[config.mk]
export PLATFORM = sky130hd
export DESIGN_NAME = cpl_lock
export DESIGN_NICKNAME = d
export VERILOG_FILES = /design/src/rtl/cpl_pkg.sv /design/src/rtl/cpl_edge_sync.sv /design/src/rtl/cpl_period_meter.sv /design/src/rtl/cpl_sched.sv /design/src/rtl/cpl_dac_step.sv /design/src/rtl/cpl_lock.sv
export SDC_FILE = /design/constraint.sdc
export NUM_CORES = 1
export LEC_CHECK = 0
export BUFFER_PORTS_ARGS = -buffer_cell sky130_fd_sc_hd__buf_4
export CAP_MARGIN = 40
export CORE_AREA = 2 2 121 123
export CTS_CLUSTER_DIAMETER = 80
export DETAILED_ROUTE_END_ITERATION = 10
export DIE_AREA = 0 0 123 125
export PLACE_DENSITY_LB_ADDON = 0.05
export RECOVER_POWER = 100
export SETUP_SLACK_MARGIN = 0.4
export SLEW_MARGIN = 20
export SYNTH_ARGS = -nofsm -noshare
export SYNTH_HDL_FRONTEND = slang
export SYNTH_SLANG_ARGS = --single-unit
[constraint.sdc]
create_clock -name clk -period 6.8 [get_ports clk]
set_input_delay 0.34 -clock clk [delete_from_list [all_inputs] [get_ports clk]]
set_output_delay 0.34 -clock clk [all_outputs]
set_load 0.05 [all_outputs]
[src/rtl/cpl_pkg.sv]
package cpl_pkg;
  typedef enum logic {
    MODE_SLOW = 1'b0,
    MODE_FAST = 1'b1
  } lock_mode_e;
endpackage

[src/rtl/cpl_edge_sync.sv]
module cpl_edge_sync (
  input  logic clk,
  input  logic rst_n,
  input  logic async_in,
  output logic rise
);
  logic [2:0] pipe_q;

  always_ff @(posedge clk) begin
    if (!rst_n) pipe_q <= '0;
    else        pipe_q <= {pipe_q[1:0], async_in};
  end

  assign rise = pipe_q[1] & ~pipe_q[2];
endmodule

[src/rtl/cpl_period_meter.sv]
module cpl_period_meter #(
  parameter int WIN_CYC = 4,
  parameter int CNT_W   = 12
) (
  input  logic             clk,
  input  logic             rst_n,
  input  logic             restart,
  input  logic             osc_rise,
  output logic             meas_vld,
  output logic [CNT_W-1:0] meas_cnt
);
  localparam int EW = $clog2(WIN_CYC) + 1;
  localparam logic [EW-1:0]    LAST_EDGE = EW'(WIN_CYC - 1);
  localparam logic [CNT_W-1:0] CNT_MAX   = '1;

  logic             armed_q;
  logic [EW-1:0]    edge_q;
  logic [CNT_W-1:0] ref_q;
  logic [CNT_W-1:0] ref_inc;

  assign ref_inc = (ref_q == CNT_MAX) ? ref_q : ref_q + 1'b1;

  always_ff @(posedge clk) begin
    if (!rst_n || restart) begin
      armed_q  <= 1'b0;
      edge_q   <= '0;
      ref_q    <= '0;
      meas_vld <= 1'b0;
      meas_cnt <= '0;
    end else begin
      meas_vld <= 1'b0;
      if (!armed_q) begin
        if (osc_rise) begin
          armed_q <= 1'b1;
          edge_q  <= '0;
          ref_q   <= '0;
        end
      end else if (osc_rise) begin
        if (edge_q == LAST_EDGE) begin
          meas_vld <= 1'b1;
          meas_cnt <= ref_inc;
          edge_q   <= '0;
          ref_q    <= '0;
        end else begin
          edge_q <= edge_q + 1'b1;
          ref_q  <= ref_inc;
        end
      end else begin
        ref_q <= ref_inc;
      end
    end
  end
endmodule

[src/rtl/cpl_sched.sv]
module cpl_sched
  import cpl_pkg::*;
#(
  parameter int FAST_UPD = 64,
  parameter int SLOW_DIV = 16
) (
  input  logic       clk,
  input  logic       rst_n,
  input  logic       restart,
  input  logic       meas_vld,
  output logic       upd_en,
  output lock_mode_e mode
);
  localparam int LW = $clog2(FAST_UPD + 1);
  localparam int SW = (SLOW_DIV > 1) ? $clog2(SLOW_DIV) : 1;
  localparam logic [SW-1:0] SLOW_LAST = SW'(SLOW_DIV - 1);

  logic [LW-1:0] left_q;
  logic [SW-1:0] div_q;

  assign upd_en = meas_vld && !restart &&
                  ((mode == MODE_FAST) || (div_q == SLOW_LAST));

  always_ff @(posedge clk) begin
    if (!rst_n || restart) begin
      mode   <= MODE_FAST;
      left_q <= LW'(FAST_UPD);
      div_q  <= '0;
    end else if (meas_vld) begin
      if (mode == MODE_FAST) begin
        left_q <= left_q - 1'b1;
        div_q  <= '0;
        if (left_q == LW'(1)) mode <= MODE_SLOW;
      end else begin
        div_q <= (div_q == SLOW_LAST) ? '0 : div_q + 1'b1;
      end
    end
  end
endmodule

[src/rtl/cpl_dac_step.sv]
module cpl_dac_step #(
  parameter int DAC_W     = 8,
  parameter int CNT_W     = 12,
  parameter int FAST_STEP = 4,
  parameter int DAC_INIT  = 128
) (
  input  logic             clk,
  input  logic             rst_n,
  input  logic             upd_en,
  input  logic             fast,
  input  logic [CNT_W-1:0] meas_cnt,
  input  logic [CNT_W-1:0] target_cnt,
  output logic [DAC_W-1:0] code
);
  localparam logic [DAC_W-1:0] CODE_MAX = '1;
  localparam logic [CNT_W:0]   FSTEP    = (CNT_W+1)'(FAST_STEP);

  logic [CNT_W:0]   mag;
  logic             too_long;
  logic             too_short;
  logic [CNT_W:0]   step_w;
  logic [DAC_W-1:0] step;
  logic [DAC_W:0]   room_up;

  always_comb begin
    too_long  = {1'b0, meas_cnt} > ({1'b0, target_cnt} + 1'b1);
    too_short = ({1'b0, meas_cnt} + 1'b1) < {1'b0, target_cnt};
    mag       = too_long ? ({1'b0, meas_cnt} - {1'b0, target_cnt})
                         : ({1'b0, target_cnt} - {1'b0, meas_cnt});
    if (!fast)           step_w = (CNT_W+1)'(1);
    else if (mag > FSTEP) step_w = FSTEP;
    else                 step_w = mag;
    step    = DAC_W'(step_w);
    room_up = {1'b0, CODE_MAX} - {1'b0, code};
  end

  always_ff @(posedge clk) begin
    if (!rst_n) begin
      code <= DAC_W'(DAC_INIT);
    end else if (upd_en) begin
      if (too_long)
        code <= (code < step) ? '0 : code - step;
      else if (too_short)
        code <= (room_up < {1'b0, step}) ? CODE_MAX : code + step;
    end
  end
endmodule

[src/rtl/cpl_lock.sv]
module cpl_lock
  import cpl_pkg::*;
#(
  parameter int DAC_W       = 8,
  parameter int OFS_W       = 9,
  parameter int CNT_W       = 12,
  parameter int WIN_CYC     = 4,
  parameter int FAST_UPD    = 64,
  parameter int SLOW_DIV    = 16,
  parameter int FAST_STEP   = 4,
  parameter int TGT_BASE    = 16,
  parameter int DAC_INIT    = 128,
  parameter int OFFSET_INIT = 132
) (
  input  logic             clk,
  input  logic             rst_n,
  input  logic             osc_in,
  input  logic             wr_valid,
  output logic             wr_ready,
  input  logic [OFS_W-1:0] wr_offset,
  output logic [DAC_W-1:0] dac_code,
  output logic             fast_mode
);
  logic             wr_fire;
  logic [OFS_W-1:0] offset_q;
  logic [CNT_W-1:0] target_cnt;
  logic             osc_rise;
  logic             meas_vld;
  logic [CNT_W-1:0] meas_cnt;
  logic             upd_en;
  lock_mode_e       mode;

  assign wr_ready = 1'b1;
  assign wr_fire  = wr_valid & wr_ready;

  always_ff @(posedge clk) begin
    if (!rst_n)       offset_q <= OFS_W'(OFFSET_INIT);
    else if (wr_fire) offset_q <= wr_offset;
  end

  assign target_cnt = CNT_W'(TGT_BASE) + CNT_W'(offset_q);

  cpl_edge_sync u_sync (
    .clk      (clk),
    .rst_n    (rst_n),
    .async_in (osc_in),
    .rise     (osc_rise)
  );

  cpl_period_meter #(.WIN_CYC(WIN_CYC), .CNT_W(CNT_W)) u_meter (
    .clk      (clk),
    .rst_n    (rst_n),
    .restart  (wr_fire),
    .osc_rise (osc_rise),
    .meas_vld (meas_vld),
    .meas_cnt (meas_cnt)
  );

  cpl_sched #(.FAST_UPD(FAST_UPD), .SLOW_DIV(SLOW_DIV)) u_sched (
    .clk      (clk),
    .rst_n    (rst_n),
    .restart  (wr_fire),
    .meas_vld (meas_vld),
    .upd_en   (upd_en),
    .mode     (mode)
  );

  cpl_dac_step #(
    .DAC_W(DAC_W), .CNT_W(CNT_W), .FAST_STEP(FAST_STEP), .DAC_INIT(DAC_INIT)
  ) u_step (
    .clk        (clk),
    .rst_n      (rst_n),
    .upd_en     (upd_en),
    .fast       (mode == MODE_FAST),
    .meas_cnt   (meas_cnt),
    .target_cnt (target_cnt),
    .code       (dac_code)
  );

  assign fast_mode = (mode == MODE_FAST);
endmodule

==> Word-level counts from Yosys, hierarchy flattened <==
Cells that the tools add are included.
{ "totals": {"inputBits": 13, "wordCells": 71, "reg_bits": 61, "output_inout_bits": 10} }
{ "op_classes": {"addsub": 12, "n_eq_ne": 4, "reduce_logical": 12, "order_cmp": 5, "muxes": 23, "bitwise_logic": 4} }
{ "ops": {"columns": ["operator", "count"], "rows": [
  ["2-to-1 mux 12 bit", 5],
  ["2-to-1 mux 8 bit", 6],
  ["adder 12 x 1 -> 13 bit, second input constant", 1],
  ["greater-than comparator 12 x 13 -> 1 bit", 1],
  ["greater-than comparator 13 x 3 -> 1 bit, second input constant", 1],
  ["< comparator 13 x 10 -> 1 bit", 1],
  ["2-to-1 mux 13 bit", 1],
  ["subtractor 10 x 12 -> 13 bit", 1],
  ["subtractor 12 x 10 -> 13 bit", 1],
  ["adder 12 x 1 -> 12 bit, second input constant", 1],
  ["equality test 12 bit, second input constant", 1],
  ["2-to-1 mux 3 bit", 4],
  ["adder 10 x 1 -> 11 bit, second input constant", 1],
  ["adder 5 x 9 -> 10 bit, first input constant", 1],
  ["< comparator 9 x 8 -> 1 bit", 1],
  ["subtractor 8 x 8 -> 9 bit, first input constant", 1],
  ["adder 8 bit", 1],
  ["< comparator 8 bit", 1],
  ["2-to-1 mux 4 bit", 2],
  ["subtractor 8 bit", 1],
  ["equality test 7 x 1 -> 1 bit, second input constant", 1],
  ["subtractor 7 x 1 -> 7 bit, second input constant", 1],
  ["2-to-1 mux 1 bit", 5],
  ["adder 4 x 1 -> 4 bit, second input constant", 1],
  ["12 further kinds", 19]
]} }

==> Depth between registers and ports, before layout <==
Gate-level depths: netlist of the first run.
{ "logic_depth": {"depth_word": 11, "ltp_mapped": 28, "ltp_nobuf": 27} }

==> Hierarchy <==
From an unflattened synthesis of the first run, not the netlist that was laid out.
{ "unflattened": {"cells_unflattened": 775, "hier_area_um2": 6097.1} }
{ "modules_own_cells": {"columns": ["mod", "instances", "cells_per_inst", "seq_area_each_um2", "area_each_um2"], "rows": [
  ["cpl_dac_step", 1, 487, 160.2, 3574.7],
  ["cpl_period_meter", 1, 174, 580.6, 1411.4],
  ["cpl_sched", 1, 66, 240.2, 605.6],
  ["cpl_lock", 1, 41, 180.2, 412.9],
  ["cpl_edge_sync", 1, 7, 60.1, 92.6]
]} }

==> Worst setup path before layout of the first run <==
No wires, ideal clock.
{ "synth_timing": {"path_type": "flip-flop to flip-flop", "from": "register offset_q[4]", "to": "register u_step.code[6]", "slack_ns": 1.062, "period_less_slack_ns": 5.738, "setup_time_ns": 0.071, "stages_incl_launch_ff": 24, "required_ns": 6.729, "arrival_ns": 5.667, "path_buffers": 1, "path_cell_list": "dfxtp_1 > nand3_1 > xnor2_1 > inv_1 > or3_1 > xnor2_1 > ha_1 > nand4_2 > or3_4 > o22ai_4 > nand2_4 > buf_2 > a2111oi_1 > o2111ai_2 > or3b_1 > ha_1 > a21oi_1 > o21bai_1 > a21oi_1 > o31ai_1 > a31oi_1 > o41ai_1 > or4_1 > a21oi_1"} }
{ "synth_via": {"elab_chain_len": 11, "word_cells_on_any_way": 20, "classes_between": "add/sub: 6; order compare: 5; mux: 7; reduce/logical: 2"} }
{ "synth_lines": {"columns": ["element", "line", "text"], "rows": [
  ["start: declaration", "cpl_lock.sv:25", "logic [OFS_W-1:0] offset_q;"],
  ["start signal: assignment", "cpl_lock.sv:37", "if (!rst_n) offset_q <= OFS_W'(OFFSET_INIT);"],
  ["start signal: assignment", "cpl_lock.sv:38", "else if (wr_fire) offset_q <= wr_offset;"],
  ["adder 5 x 9 -> 10 bit *", "cpl_lock.sv:41", "assign target_cnt = CNT_W'(TGT_BASE) + CNT_W'(offset_q);"],
  ["adder 10 x 1 -> 11 bit", "cpl_dac_step.sv:26", "too_long = {1'b0, meas_cnt} > ({1'b0, target_cnt} + 1'b1);"],
  ["greater-than comparator 12 x 13 -> 1 bit", "cpl_dac_step.sv:26", null],
  ["2-to-1 mux 13 bit", "cpl_dac_step.sv:28", "mag = too_long ? ({1'b0, meas_cnt} - {1'b0, target_cnt})"],
  ["greater-than comparator 13 x 3 -> 1 bit", "cpl_dac_step.sv:31", "else if (mag > FSTEP) step_w = FSTEP;"],
  ["2-to-1 mux 8 bit", "cpl_dac_step.sv:31", null],
  ["2-to-1 mux 8 bit", "cpl_dac_step.sv:30", "if (!fast) step_w = (CNT_W+1)'(1);"],
  ["adder 8 bit / < comparator 9 x 8 -> 1 bit (equally long branches)", "cpl_dac_step.sv:44", "code <= (room_up < {1'b0, step}) ? CODE_MAX : code + step;"],
  ["2-to-1 mux 8 bit", "cpl_dac_step.sv:44", null],
  ["2-to-1 mux 8 bit", "cpl_dac_step.sv:43", "else if (too_short)"],
  ["2-to-1 mux 8 bit", "cpl_dac_step.sv:41", "if (too_long)"],
  ["end signal: assignment", "cpl_dac_step.sv:39", "code <= DAC_W'(DAC_INIT);"],
  ["end signal: assignment", "cpl_dac_step.sv:42", "code <= (code < step) ? '0 : code - step;"],
  ["end signal: assignment", "cpl_dac_step.sv:44", null],
  ["end: declaration", "cpl_dac_step.sv:13", "output logic [DAC_W-1:0] code"]
]} }
Mark *: on every way between the ends. The rest lies on a longest branch, timed or not. The select of a mux whose other input is x is not followed.
A chain may end at the register's enable or synchronous reset.

==> Worst setup path in the final report of the first run <==
{ "layout_timing": {"from": "register offset_q[4]", "to": "register u_step.code[1]"} }
The elaborated chain is that of the path after synthesis.

==> results of run 1 <==
==> routing by layer <==
| layer | wire length [um] | part of all wire [%] | up-vias | track usage [%] |
|---|---|---|---|---|
| li1 | - | - | 2496 | - |
| met4 | 221 | 1.6 | 0 | 5.481 |
| met5 | 0 | 0 | - | 0 |
| met3 | 405 | 3.0 | 16 | 3.330 |
| met2 | 6318 | 46 | 66 | 28.63 |
| met1 | 6747 | 49 | 2215 | 25.23 |
==> report_power, final <==
| group | leakage, nW | internal [mW] | total, mW | switching, mW |
|---|---|---|---|---|
| Sequential | 0.495 | 0.362 | 0.369 | 0.00683 |
| Combinational | 1.88 | 0.0508 | 0.125 | 0.0742 |
| Clock | 0.159 | 0.339 | 0.502 | 0.163 |
| Total | 2.53 | 0.752 | 0.996 | 0.244 |
==> state kept, by name, summed over array words and instances, names as in the netlist <==
register / count
u_meter.armed_q: 1
u_meter.meas_cnt: 12
u_sched.div_q: 4
u_step.code: 8
u_sched.mode: 1
offset_q: 9
u_sched.left_q: 7
u_sync.pipe_q: 3
u_meter.edge_q: 3
u_meter.meas_vld: 1
u_meter.ref_q: 12
==> layout by cell type, fill, tap and decap left out, types with 4 or more instances in the layout <==
cell / synthesis / layout
a211oi_1: 16 / 15
a21o_1: 11 / 11
a21oi_1: 61 / 55
a21oi_2: 0 / 6
a22oi_1: 5 / 5
a31oi_1: 9 / 9
and2_1: 6 / 4
and3_1: 9 / 9
buf_4: 3 / 23
clkbuf_1: 16 / 12
clkbuf_16: 0 / 9
conb_1: 2 / 16
dfxtp_1: 61 / 57
ha_1: 71 / 70
inv_1: 47 / 47
mux2i_1: 13 / 13
nand2_1: 48 / 48
nand2b_1: 13 / 13
nand3_1: 24 / 24
nand4_1: 9 / 9
nor2_1: 75 / 73
nor2b_1: 5 / 5
nor3_1: 11 / 10
o211ai_1: 8 / 8
o21a_1: 5 / 5
o21ai_0: 26 / 22
o21ai_1: 2 / 4
o21bai_1: 9 / 9
or2_2: 11 / 11
or3_1: 7 / 7
or4_1: 6 / 6
xnor2_1: 27 / 26
xor2_1: 10 / 10
==> cell type report <==
class	count	area (um2)
Clock buffer	12	256.5
Clock inverter	3	68.82
Fill cell	1466	7935
Inverter	47	176.4
Multi-Input combinational cell	567	4083
Sequential cell	61	1229
Tap cell	184	230.2
Timing Repair Buffer	35	225.2
==> logic make-up (layout without fill, tap and decap cells) <==
logic type | count (synthesis) | after routing | share of synthesized area [%]
AO/OA/AOI/OAI | 182 | 182 | 22.29
XOR/XNOR | 37 | 37 | 6.020
adder cells (fa/ha/maj) | 75 | 75 | 17.99
buffers and inverters | 72 | 97 | 5.323
flip-flops | 61 | 61 | 22.69
multiplexers | 14 | 14 | 2.836
other | 2 | 16 | 0.1395
AND/OR/NAND/NOR | 242 | 243 | 22.71
==> worst max-delay path, stage by stage, from the launching register on <==
cell and delay (ns):
dfxtp_4 0.38, ha_1 0.24, xnor2_1 0.16, buf_4 0.17
or3_1 0.39, xnor2_1 0.14, ha_1 0.36, nand4_4 0.13
or3_4 0.39, o22ai_2 0.51, nand2_8 0.12, buf_4 0.19
nand3_1 0.08, o21ai_0 0.11, o32ai_2 0.25, o2111ai_2 0.23
buf_4 0.20, nor3b_4 0.21, fa_1 0.25, o21bai_1 0.07
a21oi_1 0.22, o21bai_1 0.11, a2111oi_1 0.40, nor2_1 0.15
buf_4 0.16, a221oi_1 0.35, a211oi_1 0.08
==> stage by stage <==
step	setup slack, ns	cells
floorplan	1.062	699
global placement	0.2894	883
detailed placement	0.05393	885
CTS	0.4676	900
global route	0.1952	909
finish	0.5891	909
==> synthesized netlist by cell type, drive strengths merged (2+ instances only) <==
library cell   n  area (um2)
buf            8       45.04
a31oi          9       56.30
nand3b         3       22.52
or3            8       55.05
a22oi          5       37.54
a21o          11       82.58
a2111oi        3       27.53
nor2          75       281.5
and3           9       56.30
and4           2       20.02
nor3          11       55.05
a211oi        17       132.6
fa             4       80.08
nand2         49       191.4
o211ai         8       60.06
o21ai         28       140.1
a21boi         2       15.02
nand4         10       68.81
nor3b          3       22.52
o2111ai        2       23.77
dfxtp         61        1221
nor2b          6       45.04
o21a           5       37.54
a21oi         61       305.3
nor4           3       25.02
clkbuf        17       65.06
or2           11       68.82
nand2b        13       81.33
o41ai          3       26.28
inv           47       176.4
o31ai          2       15.01
xnor2         27       236.5
and2           6       37.54
o22ai          3       32.53
nand3         24       120.1
ha            71       888.4
or4            6       45.04
a211o          3       26.28
o21bai         9       67.56
xor2          10       87.58
conb           2       7.510
o311ai         3       33.79
mux2i         14       152.6
==> final timing paths <==
path | end | slack, ns | depth (start not counted)
worst min register to register | u_sync.pipe_q[1] | 0.44 | 1
worst min-delay path | u_sync.pipe_q[0] | 0.21 | 2
worst max register to register | u_step.code[1] | 0.59 | 26
worst max-delay path | u_step.code[1] | 0.59 | 26
==> repair_timing <==
item	in CTS	in global routing
cloned	0	1
endpoints found under the hold margin	0	0
endpoints found under the setup margin	8	8
hold buffers	0	0
buffers inserted	0	8
gates resized for setup	3	36
pin swaps	0	11
==> flow_metrics.py, run 1 <==
metrics = {
    "synth": {
        "ys_types": 71,
        "yosysSeqAreaShare_pct": 22.69,
        "syn_avg_cell_area_um2": 7.858,
        "synth_flop_cell": "dfxtp_1",
        "synth_edf_count": 0,
        "synth_seq_cells": 61,
        "syn_inst": 685,
        "syn-cell-area_um2": 5383,
        "yosysWarningCount": 0,
        "synthArstFlopShare_pct": 0,
    },
    "worst_setup_path": {
        "crit_arrival_ns": 6.41,
        "crit_fanout": 10,
        "end_kind": "flip-flop",
        "cp.required_ns": 7.00,
        "reg2reg_from": "offset_q[4]",
        "cp-startpoint": "offset_q[4]",
        "worstSetupPathType": "flip-flop to flip-flop",
        "worstSetupStartpointType": "flip-flop",
    },
    "sta": {
        "drv_slew": 0,
        "worst_slew_pin_slew_ns": 1.468,
        "relSlewSlack_pct": 2.128,
        "fin_crit_sh_pct": 91.34,
        "finClkSkew_ns": 0.01523,
        "fmax_mhz": 161.0,
        "hold_viol_final": 0,
        "holdWs_ns": 0.2140,
        "min_period_ns": 6.211,
        "final.setup.tns_ns": 0,
        "setup_violations": 0,
        "rsz0062_at_grt": "true",
    },
    "min_path": {
        "holdCritPathClass": "primary input to flip-flop",
        "hp-start": "osc_in",
    },
    "placement": {
        "hpwl_um": 10440,
        "dpl_cell_area_um2": 5762,
        "place_congestion": 0.8374,
        "portBuffers": 21,
    },
    "grt": {
        "grt_pass1_vias": 4497,
        "grt.total_usage_pct": 18.19,
        "overflow": 0,
        "antenna_found_initial": 0,
        "grt_pass1_wl_um": 22350,
        "grt_max_degree": 34,
    },
    "finish": {
        "nNetsFinal": 809,
        "design_area_um2": 6269,
        "drive_above_1_share_pct": 12.14,
        "syn2layout_area_growth_pct": 16.46,
        "utilization_pct": 44.13,
        "antenna_cells": 0,
    },
    "floorplan": {
        "die-height_um": 125,
        "rows": 44,
        "die_width_um": 123,
        "core_um2": 14200,
        "ios": 23,
        "die_area_um2": 15380,
        "start_util_pct": 37.90,
    },
    "route": {
        "drc": 0,
        "drt-initial-drc-count": 254,
        "drt_pre_antenna_iters": 4,
        "wl_per_cell_um": 15.06,
        "postRouteAntennaNets": 0,
        "num_vias": 4793,
        "via_per_inst": 5.273,
        "wirelength_um": 13690,
    },
    "power_and_ir_drop": {
        "ir_worst_vdd_mv": 0.09769,
        "power.leakage_nw": 2.532,
        "power_density_nw_per_um2": 158.9,
        "p_total_uw": 996.4,
    },
    "clocking": {
        "cts_buffer_depth": 2,
        "clock_latency_ns": 0.34,
        "cts_buffers": 9,
        "cts_tree": "built",
        "cts_num_sinks": 61,
        "cts-root-buf": "clkbuf_16",
        "cts.clk_slew.worst_paths_ns": 0.06,
        "htreeDepth": 3,
    },
    "outcome": {
        "status": "finished, final reports clean",
    },
    "run": {
        "maxCapViolations": 0,
    },
}
Power figures use the tool's default switching activity.
==> inputs of run 2 (changes only) <==
- ABC_AREA: default -> 1
- CORE_AREA: 2 2 121 123 -> 4 4 128 130
- DIE_AREA: 0 0 123 125 -> 0 0 132 134
==> run 2 against run 1 <==
Against the previous run:
- maximum frequency up 11%
- clock power rose by 6.8%
- global-route usage is 0.39 points lower
- critical path depth up 7
- combinational power is 38% higher
- via count rose by 17%
- power grew 8.0%
- synthesized cell count rose by 35%
- setup slack improved by 0.62 ns
- worst hold slack worse by 0.027 ns
- synthesized area rose by 9.2%
- clock skew fell by 0.010 ns
- critical path type unchanged
- critical endpoint is now u_step.code[6]
- largest cell class unchanged
==> flow_metrics.py, run 2 <==
metrics = {
    "synth": {
        "synthArstFlopShare_pct": 0,
        "synth.most_common_cell": "nand2_1",
        "ys_types": 44,
        "synth_edf_count": 0,
        "yosysWarningCount": 0,
        "syn-cell-area_um2": 5877,
        "synth_flop_cell": "dfxtp_1",
        "yosysTopAreaCellShare_pct": 20.78,
        "synth_seq_cells": 61,
        "synth_commonest_cells": "230 x nand2_1, 145 x inv_1, 86 x nor2_1, 79 x a21oi_1, 71 x ha_1",
        "syn_avg_cell_area_um2": 6.367,
        "yosysSeqAreaShare_pct": 20.78,
        "syn_inst": 923,
        "synth_top_area_cell": "dfxtp_1",
        "yosys-top-cells-area": "dfxtp_1 21%, ha_1 15%, nand2_1 15%",
    },
    "finish": {
        "utilization_pct": 43.21,
        "antenna_cells": 0,
        "drive_above_1_share_pct": 4.603,
        "layout_common_cells": "230 x nand2_1, 145 x inv_1, 87 x nor2_1",
        "stdcell_count": 1144,
        "multiInputGateArea_um2": 4056,
        "final_common_cell": "nand2_1",
        "syn2layout_area_growth_pct": 11.35,
        "layout.area.seq_um2": 1221,
        "nNetsFinal": 1039,
        "fillers": 1645,
        "reg_top3": "u_meter.meas_cnt: 12 flops, u_meter.ref_q: 12 flops, offset_q: 9 flops",
    },
    "power_and_ir_drop": {
        "power_density_nw_per_um2": 164.4,
        "power.leakage_nw": 3.308,
        "ir_worst_vdd_mv": 0.1320,
    },
    "clocking": {
        "cts_buffer_depth": 2,
        "clock_latency_ns": 0.33,
        "cts_num_sinks": 61,
        "htreeDepth": 3,
        "post_cts_buffers": 0,
        "cts.clk_slew.worst_paths_ns": 0.06,
        "cts_buffers": 9,
        "cts-root-buf": "clkbuf_16",
        "hold_buffers": 0,
        "cts_resized": 0,
        "cts_tree": "built",
    },
    "min_path": {
        "holdCritPathClass": "primary input to flip-flop",
    },
    "sta": {
        "relSlewSlack_pct": 28.34,
        "setup_violations": 0,
        "rsz0062_at_grt": "false",
        "final.setup.tns_ns": 0,
        "hold_viol_final": 0,
        "fin_ws_ns": 1.206,
        "finClkSkew_ns": 0.005274,
        "drv_slew": 0,
        "fin_crit_sh_pct": 82.26,
        "min_period_ns": 5.594,
        "fmax_mhz": 178.8,
        "worst_slew_pin_slew_ns": 1.075,
    },
    "worst_setup_path": {
        "r2r_slack_ns": 1.21,
        "worst_path_max_delay_cell": "dfxtp_1",
        "crit_fanout": 26,
        "end_kind": "flip-flop",
        "worstSetupStartpointType": "flip-flop",
        "worstSetupPathType": "flip-flop to flip-flop",
        "cp_common_cell": "nand2_1",
        "max_stage_delay_ns": 0.43,
        "cp.required_ns": 7.02,
        "crit_arrival_ns": 5.82,
    },
    "floorplan": {
        "start_util_pct": 38.80,
        "rows": 45,
        "die_width_um": 132,
        "ios": 23,
        "core_um2": 15150,
        "die_area_um2": 17690,
        "die-height_um": 134,
    },
    "placement": {
        "dp.cells": 1127,
        "dp_slack_ns": 1.341,
        "hpwl_um": 12830,
        "portBuffers": 21,
        "place_congestion": 0.8405,
    },
    "route": {
        "drc": 0,
        "drt-initial-drc-count": 276,
        "wl_per_cell_um": 13.70,
        "wirelength_um": 15670,
        "drt_pre_antenna_iters": 5,
        "num_vias": 5624,
        "via_per_inst": 4.916,
        "postRouteAntennaNets": 0,
    },
    "grt": {
        "grt.total_usage_pct": 17.80,
        "antenna_found_initial": 0,
        "overflow": 0,
        "grt_pass1_vias": 5250,
        "grt_max_degree": 27,
        "grt_pass1_wl_um": 25990,
    },
    "outcome": {
        "status": "finished, final reports clean",
    },
    "run": {
        "maxCapViolations": 0,
    },
}
[run 2: changes by cell type in the layout (fill, tap and decap cells not counted), sizes merged, moves of 11 or more]
cell,before,now
buf,24,13
or2,11,0
nor2,75,91
inv,47,146
nand3,24,67
nand2,50,234
a21oi,61,80
o21ai,28,52
xor2,10,30
a211oi,17,5
nand2b,13,0
mux2i,14,0
xnor2,27,8
[run 2: metrics by stage]
stage / instance area, um2 / hold WS, ns / power (mW)
4_1_cts: 6594 / 0.1802 / 1.094
5_1_grt: 6544 / 0.2153 / 1.134
2_1_floorplan: 5929 / 0.3905 / 0.5034
3_5_place_dp: 6246 / 0.4149 / 0.5485
3_3_place_gp: 6223 / 0.4098 / 0.5504
6_report: 6544 / 0.1874 / 1.076
[run 2: cell type report]
class                      instances  share of cell area [%]
clock inverter                     7                   1.874
timing repair buffer              24                   2.122
tap                              188                   3.595
sequential                        61                   18.66
multi-input combinational        710                   61.99
clock buffer                       9                   3.442
inverter                         145                   8.317
[run 2: worst max-delay path, delay by kind of cell, from the launching register on]
| kind | cells | cell delay (ns) |
|---|---|---|
| and+or+nand+nor | 21 | 2.67 |
| adders and majority gates | 4 | 1.16 |
| AOI/OAI and AO/OA | 4 | 0.50 |
| xor gates and xnor gates | 2 | 0.46 |
| DFF | 1 | 0.43 |
| buffers and inverters | 2 | 0.24 |
[run 2: logic make-up after synthesis]
| family | Yosys count | share of synthesized area, % |
|---|---|---|
| and+or+nand+nor | 429 | 31.68 |
| buffers and inverters | 166 | 10.94 |
| AOI/OAI and AO/OA | 152 | 14.33 |
| adders and majority gates | 75 | 16.48 |
| DFF | 61 | 20.78 |
| xor gates and xnor gates | 38 | 5.663 |
| other | 2 | 0.1278 |
[run 2: worst paths after layout]
path	startpoint	endpoint	depth (start not counted)
min reg2reg	u_sync.pipe_q[0]	u_sync.pipe_q[1]	2
max	offset_q[4]	u_step.code[6]	33
min	osc_in	u_sync.pipe_q[0]	3
max reg2reg	offset_q[4]	u_step.code[6]	33
[run 2: where the power goes]
group	leakage, nW	internal [mW]	switching (mW)
Combinational	2.65	0.0585	0.113
Clock	0.168	0.360	0.176
Sequential	0.494	0.362	0.00562
[run 2: per-layer routing]
layer / part of all wire (%) / GRT usage, %
met3: 2.7 / 2.101
met1: 50 / 24.11
met2: 46 / 30.10
met4: 1.4 / 4.726
met5: 0 / 0
==> inputs of run 3 (changes only) <==
- clock period: 6.8 -> 5.56 ns (I/O delays scaled with it)
==> run 3 against run 2 <==
Against the previous run:
- sequential share of layout area decreased by 0.14 points
- first-iteration DRC count increased by 9.8%
- critical endpoint unchanged
- global-route usage increased by 0.38 points
- critical path depth increased by 3
- clock power increased by 13%
- setup slack got worse by 0.43 ns
- clock skew increased by 0.0015 ns
==> flow_metrics.py, run 3 (synthesized netlist as in run 2, its figures left out) <==
metrics = {
    "placement": {
        "place_congestion": 0.8584,
        "hpwl_um": 12720,
        "dp_slack_ns": 0.2497,
        "portBuffers": 21,
    },
    "finish": {
        "final_common_cell": "nand2_1",
        "drive_above_1_share_pct": 7.173,
        "syn2layout_area_growth_pct": 13.58,
        "multiInputGateArea_um2": 4160,
        "reg_top3": "u_meter.meas_cnt: 12 flops, u_meter.ref_q: 12 flops, offset_q: 9 flops",
        "fillers": 1610,
        "layout.area.seq_um2": 1236,
        "layout_common_cells": "230 x nand2_1, 142 x inv_1, 85 x nor2_1",
        "antenna_cells": 0,
        "nNetsFinal": 1045,
    },
    "route": {
        "drc": 0,
        "wl_per_cell_um": 13.62,
        "via_per_inst": 4.854,
        "postRouteAntennaNets": 0,
        "num_vias": 5582,
        "drt_pre_antenna_iters": 5,
        "wirelength_um": 15670,
        "drt-initial-drc-count": 303,
    },
    "grt": {
        "grt_pass1_wl_um": 26360,
        "grt.total_usage_pct": 18.18,
        "grt_pass1_vias": 5278,
        "antenna_found_initial": 0,
        "grt_max_degree": 24,
        "overflow": 0,
    },
    "sta": {
        "hold_viol_final": 0,
        "worst_slew_pin_slew_ns": 1.033,
        "drv_slew": 0,
        "holdWs_ns": 0.1247,
        "min_period_ns": 4.785,
        "setup_violations": 0,
        "fin_ws_ns": 0.7753,
        "relSlewSlack_pct": 31.12,
        "fin_crit_sh_pct": 86.06,
        "finClkSkew_ns": 0.006797,
        "rsz0062_at_grt": "true",
        "final.setup.tns_ns": 0,
        "fmax_mhz": 209.0,
    },
    "clocking": {
        "htreeDepth": 3,
        "cts_tree": "built",
        "clock_latency_ns": 0.33,
        "hold_buffers": 0,
        "cts-root-buf": "clkbuf_16",
        "cts_buffer_depth": 2,
        "cts.clk_slew.worst_paths_ns": 0.06,
        "cts_buffers": 9,
        "cts_num_sinks": 61,
    },
    "floorplan": {
        "core_um2": 15150,
        "die_area_um2": 17690,
        "die_width_um": 132,
        "rows": 45,
        "start_util_pct": 38.80,
        "ios": 23,
        "die-height_um": 134,
    },
    "worst_setup_path": {
        "worstSetupPathType": "flip-flop to flip-flop",
        "crit_buf_inv": 3,
        "worst_path_max_delay_cell": "dfxtp_4",
        "max_stage_delay_ns": 0.39,
        "end_kind": "flip-flop",
        "crit_family": "simple AND/OR/NAND/NOR gates",
        "worstSetupStartpointType": "flip-flop",
        "crit_fanout": 13,
        "cp.required_ns": 5.79,
        "cp_common_cell": "nand2_1",
        "crit_arrival_ns": 5.01,
    },
    "power_and_ir_drop": {
        "power_density_nw_per_um2": 190.9,
        "ir_worst_vdd_mv": 0.1974,
        "power.leakage_nw": 3.343,
    },
    "run": {
        "maxCapViolations": 0,
    },
    "min_path": {
        "holdCritPathClass": "primary input to flip-flop",
    },
    "outcome": {
        "status": "finished, final reports clean",
    },
}
[run 3: worst min-delay path, delay by kind of cell]
family / cells / cell delay (ns)
AND/OR/NAND/NOR: 1 / 0.04
buffers and inverters: 2 / 0.11
[run 3: path summary, 6_finish.rpt]
kind                                  startpoint               end  slack (ns)  cells past startpoint
worst max-delay path                 offset_q[4]    u_step.code[6]        0.78                     36
worst min-delay path                      osc_in  u_sync.pipe_q[0]        0.12                      3
worst min register to register  u_sync.pipe_q[0]  u_sync.pipe_q[1]        0.41                      2
worst max register to register       offset_q[4]    u_step.code[6]        0.78                     36
[run 3: per-layer routing]
layer	track usage, %	up-vias	part of all wire (%)
met5	0	-	0
li1	-	3014	-
met2	28.82	91	45
met4	6.068	0	2.4
met1	25.26	2453	50
met3	2.813	24	2.8
[run 3: timing repair]
action                                  in CTS  in global routing
pin swaps                                    1                  2
gates resized for setup                      4                 26
gates cloned                                 1                  0
setup buffers                                1                  2
endpoints found under the setup margin       1                  8
[run 3: layout make-up]
type,instances,share of cell area [%]
Clock buffer,9,3.374
Clock inverter,7,1.462
Inverter,145,8.154
Multi-Input combinational cell,711,62.32
Sequential cell,61,18.52
Tap cell,188,3.524
Timing Repair Buffer,29,2.643
[run 3: metrics by stage]
step                      power (mW)  area (um2)  std cells  utilization [%]
after floorplan               0.6157        5929        937                -
after global placement        0.6758        6238       1127            41.19
after detailed placement      0.6743        6269       1130            41.39
after CTS                      1.289        6640       1148            43.84
after global routing           1.344        6675       1150            44.07
final                          1.274        6675       1150            44.07
[run 3: where the power goes]
| group | internal (mW) | leakage (nW) | switching [mW] | total, mW |
|---|---|---|---|---|
| clock network | 0.393 | 0.152 | 0.210 | 0.604 |
| logic | 0.0761 | 2.70 | 0.143 | 0.219 |
| registers | 0.443 | 0.496 | 0.00807 | 0.451 |
